[config.mk]
export PLATFORM = sky130hd
export DESIGN_NAME = txab_ctrl
export DESIGN_NICKNAME = d
export VERILOG_FILES = /design/src/rtl/txab_pkg.sv /design/src/rtl/txab_cts_sync.sv /design/src/rtl/txab_loss_timer.sv /design/src/rtl/txab_fsm.sv /design/src/rtl/txab_ctrl.sv
export SDC_FILE = /design/constraint.sdc
export NUM_CORES = 1
export LEC_CHECK = 0
export BUFFER_PORTS_ARGS = -buffer_cell sky130_fd_sc_hd__buf_2
export CORE_MARGIN = 2
export CORE_UTILIZATION = 27
export CTS_BUF_LIST = sky130_fd_sc_hd__clkbuf_16
export DETAILED_ROUTE_END_ITERATION = 6
export GPL_TIMING_DRIVEN = 0
export PLACE_DENSITY = 0.43
export SETUP_SLACK_MARGIN = 0.05
export SYNTH_ARGS = -nofsm -noshare
export SYNTH_HDL_FRONTEND = slang
export SYNTH_HIERARCHICAL = 1
export SYNTH_SLANG_ARGS = --single-unit
[constraint.sdc]
create_clock -name clk -period 1.9 [get_ports clk]
set_clock_uncertainty 0.2 [all_clocks]
set_input_delay 0.19 -clock clk [delete_from_list [all_inputs] [get_ports clk]]
set_output_delay 0.19 -clock clk [all_outputs]
set_load 0.1 [all_outputs]
[src/rtl/txab_pkg.sv]
`timescale 1ns/1ps
package txab_pkg;
  typedef enum logic [1:0] {
    ST_IDLE = 2'd0,
    ST_SEND = 2'd1,
    ST_HALT = 2'd2
  } tx_state_e;

  localparam int STAT_W      = 2;
  localparam int STAT_CTS    = 0;
  localparam int STAT_NORMAL = 1;
endpackage

[src/rtl/txab_cts_sync.sv]
`timescale 1ns/1ps
module txab_cts_sync #(
  parameter int STAGES = 2
) (
  input  logic clk,
  input  logic rst_n,
  input  logic async_i,
  output logic sync_o
);
  logic [STAGES-1:0] chain_q;

  always_ff @(posedge clk or negedge rst_n) begin
    if (!rst_n) chain_q <= '1;
    else        chain_q <= {chain_q[STAGES-2:0], async_i};
  end

  assign sync_o = chain_q[STAGES-1];
endmodule

[src/rtl/txab_loss_timer.sv]
`timescale 1ns/1ps
module txab_loss_timer #(
  parameter int BIT_CLKS = 16
) (
  input  logic clk,
  input  logic rst_n,
  input  logic arm_i,
  input  logic cts_s_i,
  output logic lost_o
);
  localparam int CW = $clog2(BIT_CLKS + 1);
  localparam logic [CW-1:0] LIMIT = CW'(BIT_CLKS);

  logic [CW-1:0] low_cnt_q;

  always_ff @(posedge clk or negedge rst_n) begin
    if (!rst_n)                 low_cnt_q <= '0;
    else if (!arm_i || cts_s_i) low_cnt_q <= '0;
    else if (low_cnt_q != LIMIT) low_cnt_q <= low_cnt_q + 1'b1;
  end

  assign lost_o = arm_i && (low_cnt_q == LIMIT);

  AST_CNT_BOUND: assert property (@(posedge clk) disable iff (!rst_n)
    low_cnt_q <= LIMIT);
  AST_LOST_AFTER_LOW: assert property (@(posedge clk) disable iff (!rst_n)
    (lost_o && $past(arm_i)) |-> !$past(cts_s_i));
endmodule

[src/rtl/txab_fsm.sv]
`timescale 1ns/1ps
module txab_fsm
  import txab_pkg::*;
(
  input  logic              clk,
  input  logic              rst_n,
  input  logic              sw_cts_i,
  input  logic              restart_i,
  input  logic              irq_en_i,
  input  logic              buf_valid_i,
  input  logic              buf_done_i,
  input  logic              lost_i,
  output logic              arm_o,
  output logic              buf_ready_o,
  output logic              tx_en_o,
  output logic              close_o,
  output logic [STAT_W-1:0] close_stat_o,
  output logic              tx_err_irq_o
);
  tx_state_e state_q;

  always_ff @(posedge clk or negedge rst_n) begin
    if (!rst_n) begin
      state_q      <= ST_IDLE;
      close_o      <= 1'b0;
      close_stat_o <= '0;
      tx_err_irq_o <= 1'b0;
    end else begin
      close_o      <= 1'b0;
      close_stat_o <= '0;
      tx_err_irq_o <= 1'b0;
      unique case (state_q)
        ST_IDLE: if (buf_valid_i) state_q <= ST_SEND;
        ST_SEND: begin
          if (lost_i && !sw_cts_i) begin
            state_q                <= ST_HALT;
            close_o                <= 1'b1;
            close_stat_o[STAT_CTS] <= 1'b1;
            tx_err_irq_o           <= irq_en_i;
          end else if (buf_done_i) begin
            state_q                   <= ST_IDLE;
            close_o                   <= 1'b1;
            close_stat_o[STAT_NORMAL] <= 1'b1;
          end
        end
        ST_HALT: if (restart_i) state_q <= ST_IDLE;
        default: state_q <= ST_IDLE;
      endcase
    end
  end

  assign arm_o       = (state_q == ST_SEND) && !sw_cts_i;
  assign buf_ready_o = (state_q == ST_IDLE);
  assign tx_en_o     = (state_q == ST_SEND);

  AST_STAT_ONEHOT: assert property (@(posedge clk) disable iff (!rst_n)
    close_o |-> $onehot(close_stat_o));
  AST_IRQ_ONLY_ABORT: assert property (@(posedge clk) disable iff (!rst_n)
    tx_err_irq_o |-> (close_o && close_stat_o[STAT_CTS]));
  AST_HALT_HOLDS: assert property (@(posedge clk) disable iff (!rst_n)
    (state_q == ST_HALT && !restart_i) |=> (state_q == ST_HALT));
  AST_SW_NO_ABORT: assert property (@(posedge clk) disable iff (!rst_n)
    (state_q == ST_SEND && sw_cts_i) |=> !(close_o && close_stat_o[STAT_CTS]));
  AST_IDLE_NO_CLOSE: assert property (@(posedge clk) disable iff (!rst_n)
    (state_q == ST_IDLE) |=> !close_o);
  AST_RESTART_IDLE: assert property (@(posedge clk) disable iff (!rst_n)
    (state_q == ST_IDLE && !buf_valid_i) |=> (state_q == ST_IDLE));
endmodule

[src/rtl/txab_ctrl.sv]
`timescale 1ns/1ps
module txab_ctrl
  import txab_pkg::*;
#(
  parameter int BIT_CLKS    = 16,
  parameter int SYNC_STAGES = 2
) (
  input  logic              clk,
  input  logic              rst_n,
  input  logic              cts_i,
  input  logic              sw_cts_i,
  input  logic              restart_i,
  input  logic              irq_en_i,
  input  logic              buf_valid_i,
  output logic              buf_ready_o,
  input  logic              buf_done_i,
  output logic              tx_en_o,
  output logic              close_o,
  output logic [STAT_W-1:0] close_stat_o,
  output logic              tx_err_irq_o
);
  logic cts_s;
  logic arm;
  logic lost;

  txab_cts_sync #(.STAGES(SYNC_STAGES)) u_sync (
    .clk(clk), .rst_n(rst_n), .async_i(cts_i), .sync_o(cts_s)
  );

  txab_loss_timer #(.BIT_CLKS(BIT_CLKS)) u_timer (
    .clk(clk), .rst_n(rst_n), .arm_i(arm), .cts_s_i(cts_s), .lost_o(lost)
  );

  txab_fsm u_fsm (
    .clk(clk), .rst_n(rst_n), .sw_cts_i(sw_cts_i), .restart_i(restart_i),
    .irq_en_i(irq_en_i), .buf_valid_i(buf_valid_i), .buf_done_i(buf_done_i),
    .lost_i(lost), .arm_o(arm), .buf_ready_o(buf_ready_o), .tx_en_o(tx_en_o),
    .close_o(close_o), .close_stat_o(close_stat_o), .tx_err_irq_o(tx_err_irq_o)
  );

  AST_NO_SEND_AND_READY: assert property (@(posedge clk) disable iff (!rst_n)
    !(tx_en_o && buf_ready_o));
  AST_CLOSE_ENDS_SEND: assert property (@(posedge clk) disable iff (!rst_n)
    close_o |-> !tx_en_o);
endmodule

# After elaboration in Yosys (flattened, before gate mapping)
# Index checks and enable logic that the tools add are counted.
dict set report classes {
  addsub 1
  reduce_logical 9
  n_eq_ne 7
  muxes 15
}
# op n
set op_table {}
lappend op_table {{$mux 2} 5}
lappend op_table {{$mux 5} 2}
lappend op_table {{$mux 1} 7}
lappend op_table {{$pmux 2 s3} 1}
lappend op_table {{$add 5x1->5 const B} 1}
lappend op_table {{$eq 5x5->1 const B} 1}
lappend op_table {{$ne 5x5->1 const B} 1}
lappend op_table {{$ne 2x2->1 const B} 2}
lappend op_table {{$logic_and 1x1->1} 3}
lappend op_table {{$ne 3x2->1 const B} 1}
lappend op_table {{$reduce_and 3->1} 1}
lappend op_table {{$eq 2x1->1 const B} 1}
lappend op_table {{$eq 2x2->1 const B} 1}
lappend op_table {{$logic_not 1->1} 2}
lappend op_table {{$logic_not 2->1} 1}
lappend op_table {{$reduce_bool 2->1} 1}
lappend op_table {{$logic_or 1x1->1} 1}
dict set report word_totals {
  register_bits 13
  wordCells 38
  input_bits 8
}

# Logic depth before layout (Yosys ltp)
# Gate-level depths: netlist (run 1).
dict set report depth {
  depth_word 6
  ltp_mapped 7
  depth_no_buf 7
}

# Cells and area by module
# Netlist (run 1), hierarchy kept.
# module area_per_inst_um2 instances cells_per_inst
set by_module_without_submodules {}
lappend by_module_without_submodules {txab_loss_timer 325.3 1 28}
lappend by_module_without_submodules {txab_fsm 244.0 1 21}
lappend by_module_without_submodules {txab_cts_sync 52.6 1 2}

# Worst setup path before layout (run 1)
# OpenSTA, ideal clock, no wires.
dict set report synth_path {
  path_type {flip-flop to output port}
  from {register u_fsm.state_q[0]}
  to {output buf_ready_o}
  t_arrival_ps 1685
  required_ps 1510
  stages_incl_launch_ff 2
  path_slack_ps -175
  cell_sequence {dfrtp_1 nor2_1}
}
dict set report synth_via {
  elab_chain_len 1
}
# element line_no
set synth_lines {}
lappend synth_lines {{start: declaration} txab_fsm.sv:20} ;# tx_state_e state_q;
lappend synth_lines {{start signal: assignment} txab_fsm.sv:24} ;# state_q <= ST_IDLE;
lappend synth_lines {{start signal: assignment} txab_fsm.sv:33} ;# ST_IDLE: if (buf_valid_i) state_q <= ST_SEND;
lappend synth_lines {{start signal: assignment} txab_fsm.sv:36} ;# state_q <= ST_HALT;
lappend synth_lines {{$logic_not 2->1} txab_fsm.sv:53} ;# assign buf_ready_o = (state_q == ST_IDLE);
lappend synth_lines {{end: declaration} txab_ctrl.sv:15} ;# output logic buf_ready_o,
# No other way between the ends.

# Worst setup path in the final report (run 1)
dict set report layout_path {
  from {register u_fsm.state_q[1]}
  to {output tx_en_o}
}
dict set report layout_via {
  elab_chain_len 1
}
# element line_no
set layout_lines {}
lappend layout_lines {{$eq 2x1->1} txab_fsm.sv:54} ;# assign tx_en_o = (state_q == ST_SEND);
lappend layout_lines {{end: declaration} txab_ctrl.sv:17} ;# output logic tx_en_o,
# No other way between the ends.

==> impl_metrics.toml, run 1 <==
[status]
status = "completed"

[global_route]
grt_pass1_vias = 462
antenna_found_initial = 0
grt_pass1_wl_mm = 2.04
grt_max_degree = 14
grt_overflow = 0
grt_usage_pct = 10.6

[floorplan]
dieArea_um2 = 2700
die_w_um = 52.0
die_h_um = 52.0
pin_count = 14
coreArea_um2 = 2190
placementRows = 17
start_util_pct = 28.4

[placed_design]
place_congestion = 0.708
place_ws_ps = 222
portBuffers = 13
post-dp-hpwl_um = 801

[clock_tree]
cts_resized = 0
clockRootBuffer = "clkbuf_16"
cts.sinks = 13
h-tree-depth = 1
cts_buffer_depth = 2
cts.hold.buffers_added = 4
numCtsBuffers = 3
clk_pin_slew_ps = 40
clk_latency_ps = 240
cts_tree = "yes"
cts_setup_buffers = 0

[sta]
grt_setup_unrepaired = "no"
worst-slew-pin-transition_ps = 491
hold_viol_final = 0
period_share_pct = 89.7
hold_ws_ps = 1.85
fmax_mhz = 587
slew_headroom_pct = 67.5
slew_violations = 0
setup_tns_ps = 0
final.setup.worst_slack_ps = 196
setup_viol = 0
period_minus_slack_ps = 1700

[detailed_routing]
wirelength_mm = 1.10
drtIter0Drc = 2
drc = 0
routed_via_density = 4.22
ant_nets = 0
vias = 422
wire_per_inst_um = 11.0
drtPass1Iterations = 2

[final_layout]
nNetsFinal = 83
insertedDiodeCount = 0
final_common_cell = "buf_2"
syn_to_final_growth_pct = 35.8
layout_common_cells = "buf_2 (13), dfrtp_1 (11), nand3b_1 (5)"
nFillCells = 216
layout-drive-gt1-share_pct = 36.1

[logic_synthesis]
synth_xor_area_share_pct = 1.41
ys_seq_area_share_pct = 52.7
syn-cell-area_um2 = 622
synth_compound_area_share_pct = 2.82
ys_ff_latch = 13
syn-num-nets = 61
muxShareOfSynthArea_pct = 6.44
synth.top_cells.by_area = "dfrtp_1 (44%), dfstp_2 (8.5%), mux2i_1 (6.4%)"
yosysUniqueCellTypes = 21
synth-simple-area-share_pct = 29.0
ys_warn_count = 6
synth_top_area_share_pct = 44.3
synth_fa_ha_area_share_pct = 4.02
netlist_instances = 51
yosysTopAreaCell = "dfrtp_1"
avgSynthCellArea_um2 = 12.2
synth_top_family_by_area = "simple AND/OR/NAND/NOR gates"

[power]
cellLeakagePower_uw = 0.000405
powerDensity_nw_per_um2 = 1000
vdd_ir_drop_max_mv = 0.434

[critical_path]
worstPathArrival_ps = 1310
cp.required_ps = 1510
cp_max_fo = 4
reg2reg_slack_ps = 220
critPathCaptureType = "output port"
cp-start-kind = "register"
crit_type = "reg -> out"

[run]
drv_cap = 0

[worst_hold_path]
hp-class = "in -> reg"
==> state kept, by name (all words and copies together) (netlist names) <==
name and count:
u_fsm/close_o 1, u_fsm/close_stat_o 2, u_fsm/state_q 2, u_fsm/tx_err_irq_o 1, u_sync/chain_q 2, u_timer/low_cnt_q 5
==> kinds of logic (layout without fill, tap and decap cells) <==
family                   Yosys count  after routing
buffers and inverters              5             26
multiplexers                       4              4
XOR/XNOR                           1              1
adder cells (fa/ha/maj)            2              2
AO/OA/AOI/OAI                      3              3
AND/OR/NAND/NOR                   23             23
flip-flops                        13             13
==> worst paths after layout <==
path,start,endpoint,cells after the start
min reg2reg,u_sync/chain_q[0],u_sync/chain_q[1],0
min in group asynchronous,rst_n,u_timer/low_cnt_q[2],2
min,buf_valid_i,u_fsm/state_q[0],3
max reg2reg,u_timer/low_cnt_q[0],u_fsm/close_stat_o[1],6
max,u_fsm/state_q[1],tx_en_o,3
max in group asynchronous,rst_n,u_sync/chain_q[0],2
==> per-stage QoR <==
stage	instances	area [um^2]	util [%]	power [uW]
after detailed placement	92	724	33.1	448
after global routing	100	845	38.5	883
after floorplan	51	624	-	417
final	100	845	38.5	845
after global placement	92	724	33.1	446
after CTS	100	845	38.5	862
==> cells in the mapped netlist <==
cell,n
or3b_1,3
a21o_1,1
dfrtp_1,11
nand2b_1,1
nand2b_4,1
xnor2_1,1
and4bb_4,1
ha_1,2
and2_1,2
nor4b_2,1
a21oi_1,2
inv_1,4
and3_1,1
nand3_1,3
nand3b_1,5
nor2_1,3
dfstp_2,2
nor2_4,1
nand2b_2,1
mux2i_1,4
buf_4,1
==> where the power goes <==
group          total (uW)  internal (uW)  leakage [uW]  switching, uW
registers             302            290      0.000170           11.3
clock network         398            280     0.0000409            118
logic                 145           37.0      0.000193            108
==> worst max-delay path, cell delays in order, from the launching register on <==
cell      delay [ps]
dfrtp_1          410
nand2b_4         180
inv_1             60
buf_2            420
==> area by class of cell <==
type | count | area [um^2] | share of cell area, %
well taps | 28 | 35.0 | 4.15
clock buffers | 3 | 75.1 | 8.89
repair buffers | 17 | 105 | 12.4
plain buffers | 1 | 7.51 | 0.889
inverters | 4 | 15.0 | 1.78
flip-flops and latches | 13 | 328 | 38.8
clock inverters | 1 | 5.00 | 0.593
multi-input cells | 33 | 274 | 32.4
==> metal layers <==
metal / vias up / part of all wire, % / wire [um] / global-route usage, %
met2: 12 / 48 / 533 / 17.3
met3: 4 / 5.7 / 63 / 3.45
met4: 0 / 1.7 / 19 / 6.58
met5: - / 0 / 0 / 0
li1: 215 / - / - / -
met1: 191 / 44 / 486 / 11.7
(Power assumes the default switching activity.)
==> inputs of run 2 (changes only) <==
- clock period: 1.9 -> 1.7 ns (I/O delays scaled with it)
==> run 2 against run 1 <==
Net effect:
- hold slack gained 29 ps
- sequential share of layout area shrank 3.3 points
- setup slack lost 77 ps
- critical path depth is the same
- sequential power grew 11%
- power grew 13%
- first-iteration DRC count grew 50%
- non-clock buffer count grew 7
==> impl_metrics.toml, run 2 (synthesis results as in run 1) <==
[power]
powerDensity_nw_per_um2 = 1030
cellLeakagePower_uw = 0.000444
vdd_ir_drop_max_mv = 0.497
power.total_uw = 955

[detailed_routing]
drc = 0
drtIter0Drc = 3
drtPass1Iterations = 2
ant_nets = 0
wire_per_inst_um = 10.7
vias = 471
routed_via_density = 4.40
wirelength_mm = 1.14

[clock_tree]
cts_tree = "yes"
cts_buffer_depth = 2
cts.sinks = 13
clk_latency_ps = 240
clockRootBuffer = "clkbuf_16"
clk_pin_slew_ps = 50
h-tree-depth = 1
numCtsBuffers = 3

[placed_design]
place_congestion = 0.744
post-dp-hpwl_um = 785
placed_area_um2 = 728
portBuffers = 13

[sta]
hold_ws_ps = 31.2
slew_headroom_pct = 67.6
grt_setup_unrepaired = "yes"
hold_viol_final = 0
setup_tns_ps = 0
fmax_mhz = 632
period_minus_slack_ps = 1580
setup_viol = 0
slew_violations = 0
period_share_pct = 93.0
worst-slew-pin-transition_ps = 489

[floorplan]
pin_count = 14
dieArea_um2 = 2700
coreArea_um2 = 2190
placementRows = 17
start_util_pct = 28.4
die_w_um = 52.0
die_h_um = 52.0

[critical_path]
critPathMaxStageDelay_ps = 410
cp-start-kind = "register"
cp_slowest_cell = "dfrtp_1"
reg2reg_depth = 5
crit_type = "reg -> out"
cp.required_ps = 1330
cp_max_fo = 4
path_cells = "nand2b_4 > clkinvlp_4 > buf_4"
worstPathArrival_ps = 1210
critPathCaptureType = "output port"

[global_route]
antenna_found_initial = 0
grt_pass1_vias = 431
grt_pass1_wl_mm = 1.90
grt_overflow = 0
grt_max_degree = 14
grt_usage_pct = 9.98

[final_layout]
largest_register = "u_timer/low_cnt_q"
insertedDiodeCount = 0
syn_to_final_growth_pct = 48.5
final_common_cell = "buf_2"
fin_area_um2 = 923
largest_register_ffs = 5
layout_common_cells = "buf_2 (12), dfrtp_1 (11), buf_4 (7)"
layout-drive-gt1-share_pct = 43.0
nNetsFinal = 90

[worst_hold_path]
hp-class = "in -> reg"
hold_depth = 3

[run]
drv_cap = 0

[status]
status = "completed"
-- run 2: power by group --
group          total [uW]  switching [uW]  internal (uW)
combinational         186             130           56.2
clock                 432             123            310
sequential            336            11.7            325
-- run 2: critical path, delay by kind of cell, from the launching register on --
family	cells	cell delay (ps)
simple gates	1	200
buf+inv	2	370
flops	1	410
-- run 2: per-layer routing --
layer | vias up | global-route usage (%) | wire length, um
li1 | 233 | - | -
met1 | 225 | 13.2 | 562
met2 | 11 | 13.7 | 511
met3 | 2 | 3.16 | 54
met4 | 0 | 6.58 | 14
met5 | - | 0 | 0
-- run 2: cell type report --
class	count	area [um^2]
plain buffers	1	11.3
clock buffers	3	75.1
clock inverters	1	3.75
fillers	211	1270
inverters	4	18.8
multi-input cells	33	289
flip-flops and latches	13	328
well taps	28	35.0
repair buffers	24	163
-- run 2: metrics by stage --
| step | setup WS [ps] | cells | utilization [%] |
|---|---|---|---|
| floorplan | 80.3 | 51 | - |
| global placement | 38.5 | 92 | 33.2 |
| detailed placement | 47.5 | 92 | 33.2 |
| CTS | 50.8 | 102 | 39.6 |
| global route | 29.7 | 107 | 42.1 |
| finish | 119 | 107 | 42.1 |
-- run 2: what timing repair did --
action                                 4_1_cts  5_1_grt
setup buffers                                1        5
pin swaps                                    0        1
resized for setup                            1        5
setup endpoints to repair                    4        8
hold buffers                                 5        0
endpoints found under the hold margin       18        0
-- run 2: worst paths after layout --
path | from | endpoint | slack [ps]
worst max-delay path | u_fsm/state_q[1] | tx_en_o | 120
worst min-delay path | restart_i | u_fsm/state_q[1] | 30
worst max register to register | u_fsm/state_q[1] | u_timer/low_cnt_q[4] | 120
worst min register to register | u_sync/chain_q[0] | u_sync/chain_q[1] | 150
max in group asynchronous | rst_n | u_sync/chain_q[1] | 870
min in group asynchronous | rst_n | u_fsm/close_stat_o[0] | 150
==> inputs of run 3 (changes only) <==
- GPL_ROUTABILITY_DRIVEN: unset -> 0
- HOLD_SLACK_MARGIN: unset -> 0.1
- SYNTH_HIERARCHICAL: 1 -> unset
==> run 3 against run 2 <==
Net effect:
- sequential share of layout area grew 4.7 points
- combinational power is 9% lower
- hold slack gained 110 ps
- fmax decreased by 1.2%
- die area is 10% lower
- first-iteration DRC count increased by 33%
- setup slack lost 20 ps
- global-route usage is 0.20 points higher
- largest power group unchanged
- highest routed layer unchanged
==> impl_metrics.toml, run 3 <==
[status]
status = "completed"

[critical_path]
worst-path-buf-inv = 1
cp_top_family = "flip-flops"
worstPathArrival_ps = 1230
critPathCaptureType = "output port"
crit_type = "reg -> out"
cp-start-kind = "register"
cp.required_ps = 1330
cp_max_fo = 3
cp_slowest_cell = "dfrtp_1"
path_cells = "nor2_4 > buf_2"
critPathMaxStageDelay_ps = 430

[floorplan]
die_h_um = 49.3
dieArea_um2 = 2430
coreArea_um2 = 1940
die_w_um = 49.3
start_util_pct = 28.5
placementRows = 16
pin_count = 14

[sta]
period_share_pct = 94.2
worst-slew-pin-transition_ps = 492
period_minus_slack_ps = 1600
fmax_mhz = 625
slew_violations = 0
slew_headroom_pct = 67.4
setup_viol = 0
final.setup.worst_slack_ps = 99.0
grt_setup_unrepaired = "no"
hold_viol_final = 0
setup_tns_ps = 0

[final_layout]
nNetsFinal = 79
layout-drive-gt1-share_pct = 36.8
nFillCells = 198
layout_common_cells = "buf_2 (12), dfrtp_1 (11), dlygate4sd3_1 (7)"
largest_register_ffs = 5
final_common_cell = "buf_2"
fin_area_um2 = 815
syn_to_final_growth_pct = 47.3
regArea_um2 = 328
insertedDiodeCount = 0
largest_register = "u_timer.low_cnt_q"
multi_input_area_um2 = 221
utilization_pct = 41.9

[clock_tree]
h-tree-depth = 1
numCtsBuffers = 3
cts_setup_buffers = 0
cts.sinks = 13
cts_buffer_depth = 2
clk_latency_ps = 240
cts_tree = "yes"
clk_pin_slew_ps = 40
clockRootBuffer = "clkbuf_16"

[logic_synthesis]
avgSynthCellArea_um2 = 12.6
async_reset_ff_share_pct = 100
synth_ff_type = "dfrtp_1"
yosysUniqueCellTypes = 20
syn-num-nets = 54
synth_commonest_cells = "dfrtp_1 (11), nor2_1 (6), inv_1 (3)"
ys_seq_area_share_pct = 59.3
yosysTopAreaCell = "dfrtp_1"
ys_warn_count = 0
synth_top_area_share_pct = 49.8
syn-cell-area_um2 = 553
synth.top_cells.by_area = "dfrtp_1 (50%), dfstp_2 (9.5%), ha_1 (4.5%)"
synth_edf_count = 0
ys_ff_latch = 13
netlist_instances = 44
yosysMostFrequentCell = "dfrtp_1"

[detailed_routing]
drtIter0Drc = 4
drtPass1Iterations = 5
wirelength_mm = 1.04
drc = 0
vias = 393
ant_nets = 0
routed_via_density = 4.14
wire_per_inst_um = 11.0

[global_route]
grt_pass1_wl_mm = 1.76
grt_pass1_vias = 405
antenna_found_initial = 0
grt_max_degree = 14
grt_overflow = 0
grt_usage_pct = 10.2

[placed_design]
post-dp-hpwl_um = 700
placed_area_um2 = 663
portBuffers = 13
place_ws_ps = 146

[power]
powerDensity_nw_per_um2 = 1150
power.total_uw = 940
vdd_ir_drop_max_mv = 0.568
cellLeakagePower_uw = 0.000376

[worst_hold_path]
hp-class = "in -> async"

[run]
drv_cap = 0
==> run 3: changes by cell type in the layout (fill, tap and decap cells not counted), moves of 2 or more <==
cell           delta
a21oi_1           -2
buf_4             -6
dlygate4sd3_1     +2
mux2i_1           -3
nand3b_1          -5
nor2_1            +4
or3b_1            -3
xor2_1            +2
==> run 3: metal layers <==
layer	wire [um]	track usage [%]	up-vias
met5	0	0	-
met4	25	8.57	0
met3	28	2.76	4
met2	496	14.6	10
met1	491	12.5	187
li1	-	-	192
==> run 3: layout make-up <==
cell class / count / share of cell area, %
flip-flops and latches: 13 / 40.2
multi-input cells: 28 / 27.2
repair buffers: 20 / 16.9
clock buffers: 3 / 9.22
well taps: 27 / 4.15
inverters: 3 / 1.84
clock inverters: 1 / 0.461
==> run 3: what timing repair did <==
item,in CTS,in global routing
endpoints found under the setup margin,1,0
endpoints found under the hold margin,25,0
resized for setup,1,0
hold buffers,7,0
==> run 3: cell families after synthesis <==
group           after synthesis  share of synthesized area, %
flops                        13                          59.3
mux                           1                          1.81
xor+xnor                      4                          6.34
compound gates                3                          3.85
simple gates                 18                          22.2
buf+inv                       3                          2.04
fa+ha+maj                     2                          4.52
==> run 3: metrics by stage <==
| step | hold WS [ps] | instances |
|---|---|---|
| 2_1_floorplan | -326 | 44 |
| 3_3_place_gp | -122 | 84 |
| 3_5_place_dp | -125 | 84 |
| 4_1_cts | 154 | 95 |
| 5_1_grt | 155 | 95 |
| 6_report | 145 | 95 |
==> run 3: power breakdown <==
group | switching, uW | internal (uW) | total (uW)
clock | 127 | 310 | 437
sequential | 8.91 | 325 | 333
combinational | 124 | 45.3 | 169
==> run 3: worst paths after layout <==
kind                                      start                 to  slack [ps]  depth (start not counted)
setup / recovery               u_fsm.state_q[0]        buf_ready_o         100                          2
hold / removal                            rst_n   u_fsm.state_q[0]         150                          2
setup reg to reg           u_timer.low_cnt_q[0]   u_fsm.state_q[0]         160                          5
hold reg to reg               u_sync.chain_q[0]  u_sync.chain_q[1]         150                          0
max in group asynchronous                 rst_n  u_sync.chain_q[1]         880                          2
min in group clk              u_sync.chain_q[0]  u_sync.chain_q[1]         150                          0
